<file path="src/rtl/tsc_pkg.sv">
package tsc_pkg;

   typedef enum logic [1:0] {
      ST_IDLE  = 2'd0,
      ST_RUN   = 2'd1,
      ST_DRAIN = 2'd2,
      ST_SWAP  = 2'd3
   } tsc_state_e;

   // Run-boundary markers carried alongside each tile.
   typedef struct packed {
      logic first;
      logic last;
   } tsc_edge_t;

endpackage

</file>
<file path="src/rtl/tsc_step_fsm.sv">
module tsc_step_fsm #(
   parameter int TIDX_W    = 4,
   parameter int TCNT_W    = 5,
   parameter int STEP_W    = 8,
   parameter int MAX_TILES = 16
) (
   input  logic              clk,
   input  logic              rst_n,
   input  logic              start,
   input  logic [TCNT_W-1:0] cfg_tiles,
   input  logic [STEP_W-1:0] cfg_steps,
   input  logic              pipe_busy,
   output logic              rd_en,
   output logic [TIDX_W-1:0] rd_idx,
   output logic              cur_buf,
   output logic              done
);
   import tsc_pkg::*;

   tsc_state_e        state_q;
   logic [TIDX_W-1:0] tile_q;
   logic [TCNT_W-1:0] n_tiles_q;
   logic [STEP_W-1:0] n_steps_q;
   logic [STEP_W-1:0] step_q;
   logic              buf_q;
   logic              done_q;
   logic              cfg_ok;
   logic              last_tile;
   logic              last_step;

   assign cfg_ok    = (cfg_tiles != '0) && (cfg_steps != '0) &&
                      (cfg_tiles <= TCNT_W'(MAX_TILES));
   assign last_tile = (TCNT_W'(tile_q) == n_tiles_q - TCNT_W'(1));
   assign last_step = (step_q == n_steps_q - STEP_W'(1));

   always_ff @(posedge clk) begin
      if (!rst_n) begin
         state_q   <= ST_IDLE;
         tile_q    <= '0;
         n_tiles_q <= '0;
         n_steps_q <= '0;
         step_q    <= '0;
         buf_q     <= 1'b0;
         done_q    <= 1'b0;
      end else begin
         done_q <= 1'b0;
         unique case (state_q)
            ST_IDLE: begin
               if (start && cfg_ok) begin
                  n_tiles_q <= cfg_tiles;
                  n_steps_q <= cfg_steps;
                  tile_q    <= '0;
                  step_q    <= '0;
                  buf_q     <= 1'b0;
                  state_q   <= ST_RUN;
               end
            end
            ST_RUN: begin
               if (last_tile) state_q <= ST_DRAIN;
               else           tile_q  <= tile_q + TIDX_W'(1);
            end
            ST_DRAIN: begin
               if (!pipe_busy) state_q <= ST_SWAP;
            end
            ST_SWAP: begin
               buf_q <= ~buf_q;
               if (last_step) begin
                  done_q  <= 1'b1;
                  state_q <= ST_IDLE;
               end else begin
                  step_q  <= step_q + STEP_W'(1);
                  tile_q  <= '0;
                  state_q <= ST_RUN;
               end
            end
            default: state_q <= ST_IDLE;
         endcase
      end
   end

   assign rd_en   = (state_q == ST_RUN);
   assign rd_idx  = tile_q;
   assign cur_buf = buf_q;
   assign done    = done_q;

endmodule

</file>
<file path="src/rtl/tsc_desc_fetch.sv">
module tsc_desc_fetch #(
   parameter  int GIDX_W  = 2,
   parameter  int WADDR_W = 8,
   parameter  int TIDX_W  = 4,
   localparam int DESC_W  = WADDR_W + 2 * GIDX_W
) (
   input  logic                clk,
   input  logic                rst_n,
   input  logic                rd_en,
   input  logic [TIDX_W-1:0]   rd_idx,
   input  logic [DESC_W-1:0]   rd_data,
   input  logic                cur_buf,
   output logic                iss_valid,
   output logic [GIDX_W:0]     iss_spk_addr,
   output logic [WADDR_W-1:0]  iss_w_addr,
   output logic [GIDX_W-1:0]   iss_dst,
   output tsc_pkg::tsc_edge_t  iss_edge,
   output logic                busy
);
   logic               vld_q;
   logic               idx0_q;
   logic [GIDX_W-1:0]  new_src;
   logic [GIDX_W-1:0]  new_dst;
   logic [WADDR_W-1:0] new_w;

   // One-tile lookahead: a held tile is released once its successor is seen.
   logic               hold_vld;
   logic               hold_first;
   logic [GIDX_W-1:0]  hold_src;
   logic [GIDX_W-1:0]  hold_dst;
   logic [WADDR_W-1:0] hold_w;
   logic               emit_last;

   assign {new_w, new_dst, new_src} = rd_data;
   assign emit_last = !vld_q || (new_dst != hold_dst);

   always_ff @(posedge clk) begin
      if (!rst_n) begin
         vld_q        <= 1'b0;
         idx0_q       <= 1'b0;
         hold_vld     <= 1'b0;
         hold_first   <= 1'b0;
         hold_src     <= '0;
         hold_dst     <= '0;
         hold_w       <= '0;
         iss_valid    <= 1'b0;
         iss_spk_addr <= '0;
         iss_w_addr   <= '0;
         iss_dst      <= '0;
         iss_edge     <= '0;
      end else begin
         vld_q     <= rd_en;
         idx0_q    <= rd_en && (rd_idx == '0);
         iss_valid <= hold_vld;
         if (hold_vld) begin
            iss_spk_addr   <= {cur_buf, hold_src};
            iss_w_addr     <= hold_w;
            iss_dst        <= hold_dst;
            iss_edge.first <= hold_first;
            iss_edge.last  <= emit_last;
         end
         if (vld_q) begin
            hold_vld   <= 1'b1;
            hold_first <= idx0_q || (new_dst != hold_dst);
            hold_src   <= new_src;
            hold_dst   <= new_dst;
            hold_w     <= new_w;
         end else begin
            hold_vld   <= 1'b0;
         end
      end
   end

   assign busy = vld_q | hold_vld | iss_valid;

endmodule

</file>
<file path="src/rtl/tsc_tag_align.sv">
module tsc_tag_align #(
   parameter int TAG_W = 4,
   parameter int DEPTH = 2
) (
   input  logic             clk,
   input  logic             rst_n,
   input  logic             in_valid,
   input  logic [TAG_W-1:0] in_tag,
   output logic             out_valid,
   output logic [TAG_W-1:0] out_tag,
   output logic             busy
);
   if (DEPTH == 0) begin : g_pass
      logic unused_clk_rst;
      assign unused_clk_rst = clk ^ rst_n;
      assign out_valid = in_valid;
      assign out_tag   = in_tag;
      assign busy      = 1'b0;
   end else begin : g_queue
      logic [DEPTH-1:0] stg_vld;
      logic [TAG_W-1:0] stg_tag [DEPTH];

      always_ff @(posedge clk) begin
         if (!rst_n) begin
            stg_vld[0] <= 1'b0;
            stg_tag[0] <= '0;
         end else begin
            stg_vld[0] <= in_valid;
            stg_tag[0] <= in_tag;
         end
      end

      for (genvar i = 1; i < DEPTH; i++) begin : g_stage
         always_ff @(posedge clk) begin
            if (!rst_n) begin
               stg_vld[i] <= 1'b0;
               stg_tag[i] <= '0;
            end else begin
               stg_vld[i] <= stg_vld[i-1];
               stg_tag[i] <= stg_tag[i-1];
            end
         end
      end

      assign out_valid = stg_vld[DEPTH-1];
      assign out_tag   = stg_tag[DEPTH-1];
      assign busy      = |stg_vld;
   end

endmodule

</file>
<file path="src/rtl/tile_seq_ctrl.sv">
module tile_seq_ctrl #(
   parameter  int N_GROUPS  = 4,
   parameter  int MAX_TILES = 16,
   parameter  int WADDR_W   = 8,
   parameter  int STEP_W    = 8,
   parameter  int DATA_LAT  = 2,
   localparam int GIDX_W    = $clog2(N_GROUPS),
   localparam int TIDX_W    = $clog2(MAX_TILES),
   localparam int TCNT_W    = $clog2(MAX_TILES + 1),
   localparam int DESC_W    = WADDR_W + 2 * GIDX_W
) (
   input  logic               clk,
   input  logic               rst_n,
   input  logic               start,
   input  logic [TCNT_W-1:0]  cfg_num_tiles,
   input  logic [STEP_W-1:0]  cfg_num_steps,
   output logic               desc_rd_en,
   output logic [TIDX_W-1:0]  desc_rd_addr,
   input  logic [DESC_W-1:0]  desc_rd_data,
   output logic               iss_valid,
   output logic [GIDX_W:0]    iss_spk_addr,
   output logic [WADDR_W-1:0] iss_w_addr,
   output logic [GIDX_W-1:0]  iss_pot_addr,
   output logic               wb_acc_en,
   output logic               wb_acc_clr,
   output logic               wb_commit,
   output logic [GIDX_W-1:0]  wb_pot_addr,
   output logic [GIDX_W:0]    wb_spk_addr,
   output logic               done
);
   import tsc_pkg::*;

   localparam int TAG_W = $bits(tsc_edge_t) + GIDX_W;

   if (N_GROUPS < 2 || (N_GROUPS & (N_GROUPS - 1)) != 0) begin : g_bad_groups
      $error("N_GROUPS must be a power of two of at least 2");
   end
   if (MAX_TILES < 2) begin : g_bad_tiles
      $error("MAX_TILES must be at least 2");
   end
   if (DATA_LAT < 0 || DATA_LAT > 16) begin : g_bad_lat
      $error("DATA_LAT must lie in 0..16");
   end
   if (WADDR_W < 1 || STEP_W < 1) begin : g_bad_width
      $error("address and step widths must be positive");
   end

   logic              cur_buf;
   logic              fetch_busy;
   logic              align_busy;
   logic              pipe_busy;
   logic [GIDX_W-1:0] iss_dst;
   tsc_edge_t         iss_edge;
   logic              wb_valid;
   logic [TAG_W-1:0]  wb_tag;
   tsc_edge_t         wb_edge;
   logic [GIDX_W-1:0] wb_dst;

   assign pipe_busy = fetch_busy | align_busy;

   tsc_step_fsm #(
      .TIDX_W   (TIDX_W),
      .TCNT_W   (TCNT_W),
      .STEP_W   (STEP_W),
      .MAX_TILES(MAX_TILES)
   ) u_fsm (
      .clk      (clk),
      .rst_n    (rst_n),
      .start    (start),
      .cfg_tiles(cfg_num_tiles),
      .cfg_steps(cfg_num_steps),
      .pipe_busy(pipe_busy),
      .rd_en    (desc_rd_en),
      .rd_idx   (desc_rd_addr),
      .cur_buf  (cur_buf),
      .done     (done)
   );

   tsc_desc_fetch #(
      .GIDX_W (GIDX_W),
      .WADDR_W(WADDR_W),
      .TIDX_W (TIDX_W)
   ) u_fetch (
      .clk         (clk),
      .rst_n       (rst_n),
      .rd_en       (desc_rd_en),
      .rd_idx      (desc_rd_addr),
      .rd_data     (desc_rd_data),
      .cur_buf     (cur_buf),
      .iss_valid   (iss_valid),
      .iss_spk_addr(iss_spk_addr),
      .iss_w_addr  (iss_w_addr),
      .iss_dst     (iss_dst),
      .iss_edge    (iss_edge),
      .busy        (fetch_busy)
   );

   assign iss_pot_addr = iss_dst;

   tsc_tag_align #(
      .TAG_W(TAG_W),
      .DEPTH(DATA_LAT)
   ) u_align (
      .clk      (clk),
      .rst_n    (rst_n),
      .in_valid (iss_valid),
      .in_tag   ({iss_edge, iss_dst}),
      .out_valid(wb_valid),
      .out_tag  (wb_tag),
      .busy     (align_busy)
   );

   assign {wb_edge, wb_dst} = wb_tag;
   assign wb_acc_en   = wb_valid;
   assign wb_acc_clr  = wb_valid & wb_edge.first;
   assign wb_commit   = wb_valid & wb_edge.last;
   assign wb_pot_addr = wb_dst;
   assign wb_spk_addr = {~cur_buf, wb_dst};

endmodule

</file>
<file path="config.mk">
export PLATFORM = sky130hd
export DESIGN_NAME = tile_seq_ctrl
export DESIGN_NICKNAME = d
export VERILOG_FILES = /design/src/rtl/tsc_pkg.sv /design/src/rtl/tsc_step_fsm.sv /design/src/rtl/tsc_desc_fetch.sv /design/src/rtl/tsc_tag_align.sv /design/src/rtl/tile_seq_ctrl.sv
export SDC_FILE = /design/constraint.sdc
export NUM_CORES = 1
export LEC_CHECK = 0
export ABC_CLOCK_PERIOD_IN_PS = 5100
export BUFFER_PORTS_ARGS = -buffer_cell sky130_fd_sc_hd__buf_2
export CORE_ASPECT_RATIO = 1.25
export CORE_MARGIN = 4
export CORE_UTILIZATION = 50
export DETAILED_ROUTE_END_ITERATION = 6
export GPL_TIMING_DRIVEN = 0
export HOLD_SLACK_MARGIN = 0.15
export PLACE_DENSITY = 0.72
export SETUP_SLACK_MARGIN = 0.3
export SYNTH_ARGS = -nofsm -noshare
export SYNTH_HDL_FRONTEND = slang
export SYNTH_SLANG_ARGS = --single-unit
</file>
<file path="constraint.sdc">
create_clock -name clk -period 5.1 [get_ports clk]
set_input_delay 0 -clock clk [delete_from_list [all_inputs] [get_ports clk]]
set_output_delay 0 -clock clk [all_outputs]
set_load 0.05 [all_outputs]
</file>
# Word-level counts from Yosys, hierarchy flattened
# Memory sizes are Yosys's and may differ from the RTL's.
# Index checks and enable logic that the tools add are counted.
[classes]
n_mux = 20
n_bitwise = 8
n_addsub = 4
reduce_logical = 20
magnitude_cmp = 1
eq_ne = 11
[ops]
columns = ["operator", "n"]
rows = [
  ["$mux W4", 5],
  ["$mux W8", 2],
  ["$pmux W8 S2", 1],
  ["$pmux W4 S3", 1],
  ["$add A8 B1 Y8 const B", 1],
  ["$eq A8 B8 Y1", 1],
  ["$ne A2 B2 Y1 const B", 4],
  ["$pmux W2 S4", 1],
  ["$reduce_bool A8 Y1", 1],
  ["$sub A8 B1 Y8 const B", 1],
  ["$mux W1", 6],
  ["$mux W2", 3],
  ["$reduce_and A2 Y1", 3],
  ["$reduce_and A3 Y1", 2],
  ["$eq A4 B5 Y1", 1],
  ["$le A5 B5 Y1 const B", 1],
  ["$or A1 B1 Y1", 5],
  ["$reduce_bool A5 Y1", 1],
  ["$sub A5 B1 Y5 const B", 1],
  ["$add A4 B1 Y4 const B", 1],
  ["$eq A2 B2 Y1 const B", 2],
  ["$logic_and A1 B1 Y1", 4],
  ["$logic_not A4 Y1", 1],
  ["$reduce_and A4 Y1", 1],
  ["other kinds (12)", 14],
]
[word_totals]
output_inout_bits = 28
n_memories = 1
elab_cells = 87
ram_bits = 8
register_bits = 63
input_bits = 28
[memory_table]
columns = ["name", "depth", "width", "read_ports", "rd_clocked_by_memory_dff", "wr", "line", "text"]
rows = [
  ["u_align.g_queue.stg_tag", 2, 4, 2, 0, 2, "tsc_tag_align.sv:21", "logic [TAG_W-1:0] stg_tag [DEPTH];"],
]

# Longest topological paths before layout
[depth]
word_depth = 6
ltp_mapped = 11
mapped_depth_nobuf = 9

# By module
# Synthesis repeated with hierarchy kept, for this count alone.
[unflattened]
hier_cells = 338
hier_area_um2 = 3453.3
[by_module_without_submodules]
columns = ["mod", "cells_per_inst", "area_each_um2", "n_inst", "seq_area_each_um2"]
rows = [
  ["tsc_step_fsm", 206, 1921.8, 1, 580.6],
  ["tsc_desc_fetch", 105, 1224.9, 1, 640.6],
  ["tsc_tag_align", 21, 269.0, 1, 200.2],
  ["tile_seq_ctrl", 6, 37.5, 1, 0.0],
]

# Least setup slack after synthesis
# OpenSTA, ideal clock, no wires.
[synth_path]
path_type = "register to register"
from = "register u_fsm.n_steps_q[0]"
to = "register u_fsm.step_q[6]"
required_ps = 5028
t_arrival_ps = 2321
path_slack_ps = 2707
stages_incl_launch_ff = 11
period_less_slack_ps = 2393
path_cell_list = "dfxtp_1 inv_1 ha_1 clkbuf_2 and3_2 a211oi_2 o22ai_1 a41o_1 buf_6 or4_1 a21oi_1"
[synth_via]
elab_chain_cells = 4
[synth_rtl]
columns = ["item", "line", "text"]
rows = [
  ["start, declared", "tsc_step_fsm.sv:23", "logic [STEP_W-1:0] n_steps_q;"],
  ["start signal, assigned", "tsc_step_fsm.sv:51", "n_steps_q <= cfg_steps;"],
  ["$sub A8 B1 Y8", "tsc_step_fsm.sv:34", "assign last_step = (step_q == n_steps_q - STEP_W'(1));"],
  ["$eq A8 B8 Y1", "tsc_step_fsm.sv:34", ""],
  ["$ne A2 B2 Y1 (no line)", "--", ""],
  ["$reduce_and A3 Y1 (no line)", "--", ""],
  ["end signal, assigned", "tsc_step_fsm.sv:71", "step_q <= step_q + STEP_W'(1);"],
  ["end, declared", "tsc_step_fsm.sv:24", "logic [STEP_W-1:0] step_q;"],
]
# No other way between the ends.
# A chain may end at the register's enable or synchronous reset.

# Worst setup path in the final report
[layout_path]
from = "input port cfg_num_tiles[0]"
to = "register u_fsm.n_tiles_q[4]"
[layout_via]
elab_chain_cells = 5
elab_cells_between_ends = 6
classes_between = "order compare (1); reduce/logical (5)"
[layout_rtl]
columns = ["item", "line", "text"]
rows = [
  ["start, declared", "tile_seq_ctrl.sv:15", "input logic [TCNT_W-1:0] cfg_num_tiles,"],
  ["parallel branches: the longest is 2 deep, another holds $le A5 B5 Y1", "--", ""],
  ["$logic_and A1 B1 Y1 (*)", "tsc_step_fsm.sv:31", "assign cfg_ok = (cfg_tiles != '0) && (cfg_steps != '0) &&"],
  ["$logic_and A1 B1 Y1 (*)", "tsc_step_fsm.sv:49", "if (start && cfg_ok) begin"],
  ["$reduce_and A2 Y1 (no line) (*)", "--", ""],
  ["end signal, assigned", "tsc_step_fsm.sv:50", "n_tiles_q <= cfg_tiles;"],
  ["end, declared", "tsc_step_fsm.sv:22", "logic [TCNT_W-1:0] n_tiles_q;"],
]
# Every way passes the cells marked *.

==> results.json <==
{
  "cts-hold-fix-buffers": 29,
  "p_int_mw": 1.04,
  "wl_mm": 7.17,
  "place_congestion": 0.827,
  "viasPerCell": 5.06,
  "power_mw": 1.57,
  "start_util_pct": 52.6,
  "rr_worst_depth": 11,
  "antenna_found_initial": 0,
  "timing.rr.start": "u_fsm.n_steps_q[0]$_SDFFE_PN0P_",
  "wl_per_cell_um": 13.6,
  "insertion_delay_ns": 0.34,
  "power.density_nw_per_um2": 376,
  "fmax_mhz": 383,
  "synth_nets": 380,
  "netlist_area_um2": 3330,
  "cts_made_buffers": 9,
  "vias": 2663,
  "ff2ff_setup_slack_ns": 2.51,
  "dp_hpwl_mm": 5.18,
  "cts_sinks": 71,
  "cts.repair.resized": 0,
  "setup.worst_path.end_class": "flop",
  "avgSynthCellArea_um2": 9.72,
  "first_pass_iters": 4,
  "rsz0062_at_grt": "no",
  "timing.rr.end": "u_fsm.step_q[6]$_SDFFE_PN0P_",
  "holdPathStages": 4,
  "pre_cts_ws_ns": 2.52,
  "grt_pass1_wl_mm": 12.3,
  "grt-ovfl-total": 0,
  "synth_edf_count": 0,
  "tns_ns": 0,
  "ys_seq_elements": 71,
  "layout.nets": 475,
  "p_comb_share_pct": 31.5,
  "track_usage_pct": 19.3,
  "period_needed_ns": 2.61,
  "path_max_fanout": 10,
  "cts-root-buf": "clkbuf_8",
  "clk_pin_slew_worst_paths_ns": 0.08,
  "ant_nets": 0,
  "synth_top_area_share_pct": 42.7,
  "core_area_um2": 6330,
  "drc": 0,
  "hold_ws_ns": 0.239,
  "relSlewSlack_pct": 35.4,
  "timing.final.crit_share_pct": 51.2,
  "cts_tree": "built",
  "grt_max_degree": 13,
  "netSwitchingFraction_pct": 33.7,
  "status": "finished clean",
  "hold_class": "input pin to flop",
  "worstMarginPinSlew_ns": 0.961,
  "ios": 56,
  "fp.dieH_um": 99.2,
  "slew_violations": 0,
  "synth-async-reset-ratio_pct": 0,
  "synth.area.top_cells": "dfxtp_1 43%, mux2i_1 13%, nor2b_1 6.8%",
  "start_kind": "input pin",
  "dpl.cell_count": 482,
  "cts_max_path_buffers": 2,
  "path_class": "input pin to flop",
  "arrival_ns": 2.84,
  "num_rows": 32,
  "cap_violations": 0,
  "power.leakage_nw": 1.75,
  "ys_seq_area_share_pct": 42.7,
  "grt_pass1_vias": 2715,
  "setup_violations": 0,
  "hold_viol": 0,
  "whs_endpoint": "u_fsm.n_tiles_q[2]$_SDFFE_PN0P_",
  "synth.distinct_cells": 56,
  "fin_cells": 526,
  "io_buffers": 55,
  "post_synth_inst_count": 342,
  "setup_slack_ns": 2.49,
  "irDropWorstVdd_mv": 0.270,
  "clock_skew_ns": 0.0105,
  "cts_setup_buffers": 0,
  "die-area_um2": 8030,
  "die_w_um": 80.9,
  "yosysWarningCount": 0,
  "hp-start": "start",
  "regArea_um2": 1420,
  "switchingPower_uw": 530,
  "nFillCells": 542,
  "area_delta_synth_final_pct": 25.8,
  "seqPwrFrac_pct": 41.4,
  "clkPwrFrac_pct": 27.1,
  "insertedDiodeCount": 0,
  "crit_required_ns": 5.32,
  "drive_gt1_share_pct": 19.7,
  "ys.flop_type": "dfxtp_1",
  "synth_area_leader_cell": "dfxtp_1",
  "ys_top_cells_by_count": "71 x dfxtp_1, 43 x mux2i_1, 36 x nor2b_1, 19 x nor2_1, 17 x and2_1",
  "htreeDepth": 3,
  "yosysMostFrequentCell": "dfxtp_1",
  "multi_input_area_um2": 1750,
  "drt_iter0_markers": 94
}
==> flip-flops by register name (all words and copies together) (netlist names), 3 cells and up <==
signal	cells
u_align.g_queue.stg_tag	8
u_fsm.n_steps_q	8
u_fetch.iss_spk_addr	3
u_fetch.hold_w	8
u_fetch.iss_w_addr	8
u_fsm.step_q	8
u_fsm.n_tiles_q	5
u_fsm.rd_idx	4
==> layout by cell type (no fill, tap or decap), types with 4 or more instances in the layout <==
cell / count
dfxtp_1: 71
buf_2: 56
mux2i_1: 43
nor2b_1: 36
dlygate4sd3_1: 29
nor2_1: 19
and2_1: 17
inv_1: 14
xnor2_1: 12
clkbuf_1: 10
o21ai_0: 10
ha_1: 10
clkbuf_8: 9
nand2_1: 8
xor2_1: 8
nand3_1: 7
a21oi_1: 7
o31ai_1: 6
nor3_1: 4
a31oi_1: 4
buf_4: 4
==> worst max path at each step <==
stage,startpoint,to,slack (ns),depth (start not counted)
floorplan,u_fsm.n_steps_q[0]$_SDFFE_PN0P_,u_fsm.step_q[6]$_SDFFE_PN0P_,2.71,10
global placement,u_fsm.n_steps_q[0]$_SDFFE_PN0P_,u_fsm.step_q[6]$_SDFFE_PN0P_,2.56,10
detailed placement,u_fsm.n_steps_q[0]$_SDFFE_PN0P_,u_fsm.step_q[6]$_SDFFE_PN0P_,2.52,10
CTS,u_fsm.n_steps_q[0]$_SDFFE_PN0P_,u_fsm.step_q[6]$_SDFFE_PN0P_,2.50,11
global route,u_fsm.n_steps_q[0]$_SDFFE_PN0P_,u_fsm.step_q[7]$_SDFFE_PN0P_,2.22,10
finish,cfg_num_tiles[0],u_fsm.n_tiles_q[4]$_SDFFE_PN0P_,2.49,9
==> cell type report <==
cell class                      instances  share of cell area, %
Buffer                                 19                   2.30
Multi-Input combinational cell        237                   41.9
Sequential cell                        71                   34.0
Clock buffer                            9                   2.96
Clock inverter                          6                   1.50
Timing Repair Buffer                   84                   13.5
Tap cell                               85                   2.54
Inverter                               15                   1.35
==> power by group through the flow <==
stage / sequential (mW) / clock [mW] / combinational, mW
floorplan: 0.666 / 0 / 0.363
global placement: 0.661 / 0 / 0.465
detailed placement: 0.663 / 0 / 0.476
CTS: 0.651 / 0.439 / 0.497
global route: 0.658 / 0.463 / 0.555
finish: 0.650 / 0.426 / 0.496
==> stage by stage <==
stage / util, % / area [µm²]
2_1_floorplan: - / 3330
6_report: 66.1 / 4180
5_1_grt: 66.1 / 4180
3_3_place_gp: 58.6 / 3710
3_5_place_dp: 58.6 / 3710
4_1_cts: 66.1 / 4180
==> logic make-up (layout without fill, tap and decap cells) <==
group           Yosys count  count (layout)  synth area share [%]
simple gates            117             117                  20.5
flops                    71              71                  42.7
compound gates           46              46                  9.71
mux                      43              43                  12.9
buf+inv                  34             133                  4.59
xor+xnor                 21              21                  5.76
fa+ha+maj                10              10                  3.76
==> per-layer routing <==
metal  track usage [%]  up-vias  wire [µm]
met5                 0        -          0
met4              6.24        0         99
met3              5.62       11        327
met2              35.2       53       3830
met1              21.0     1230       2920
li1                  -     1369          -
==> critical path, cell delays in order <==
cell	delay, ns
dlygate4sd3_1	0.54
buf_2	0.13
nor4_1	0.33
xnor2_1	0.13
nand4_1	0.26
clkbuf_1	0.57
mux2i_1	0.26
nor2_1	0.06
dlygate4sd3_1	0.56
(Power assumes the default switching activity.)
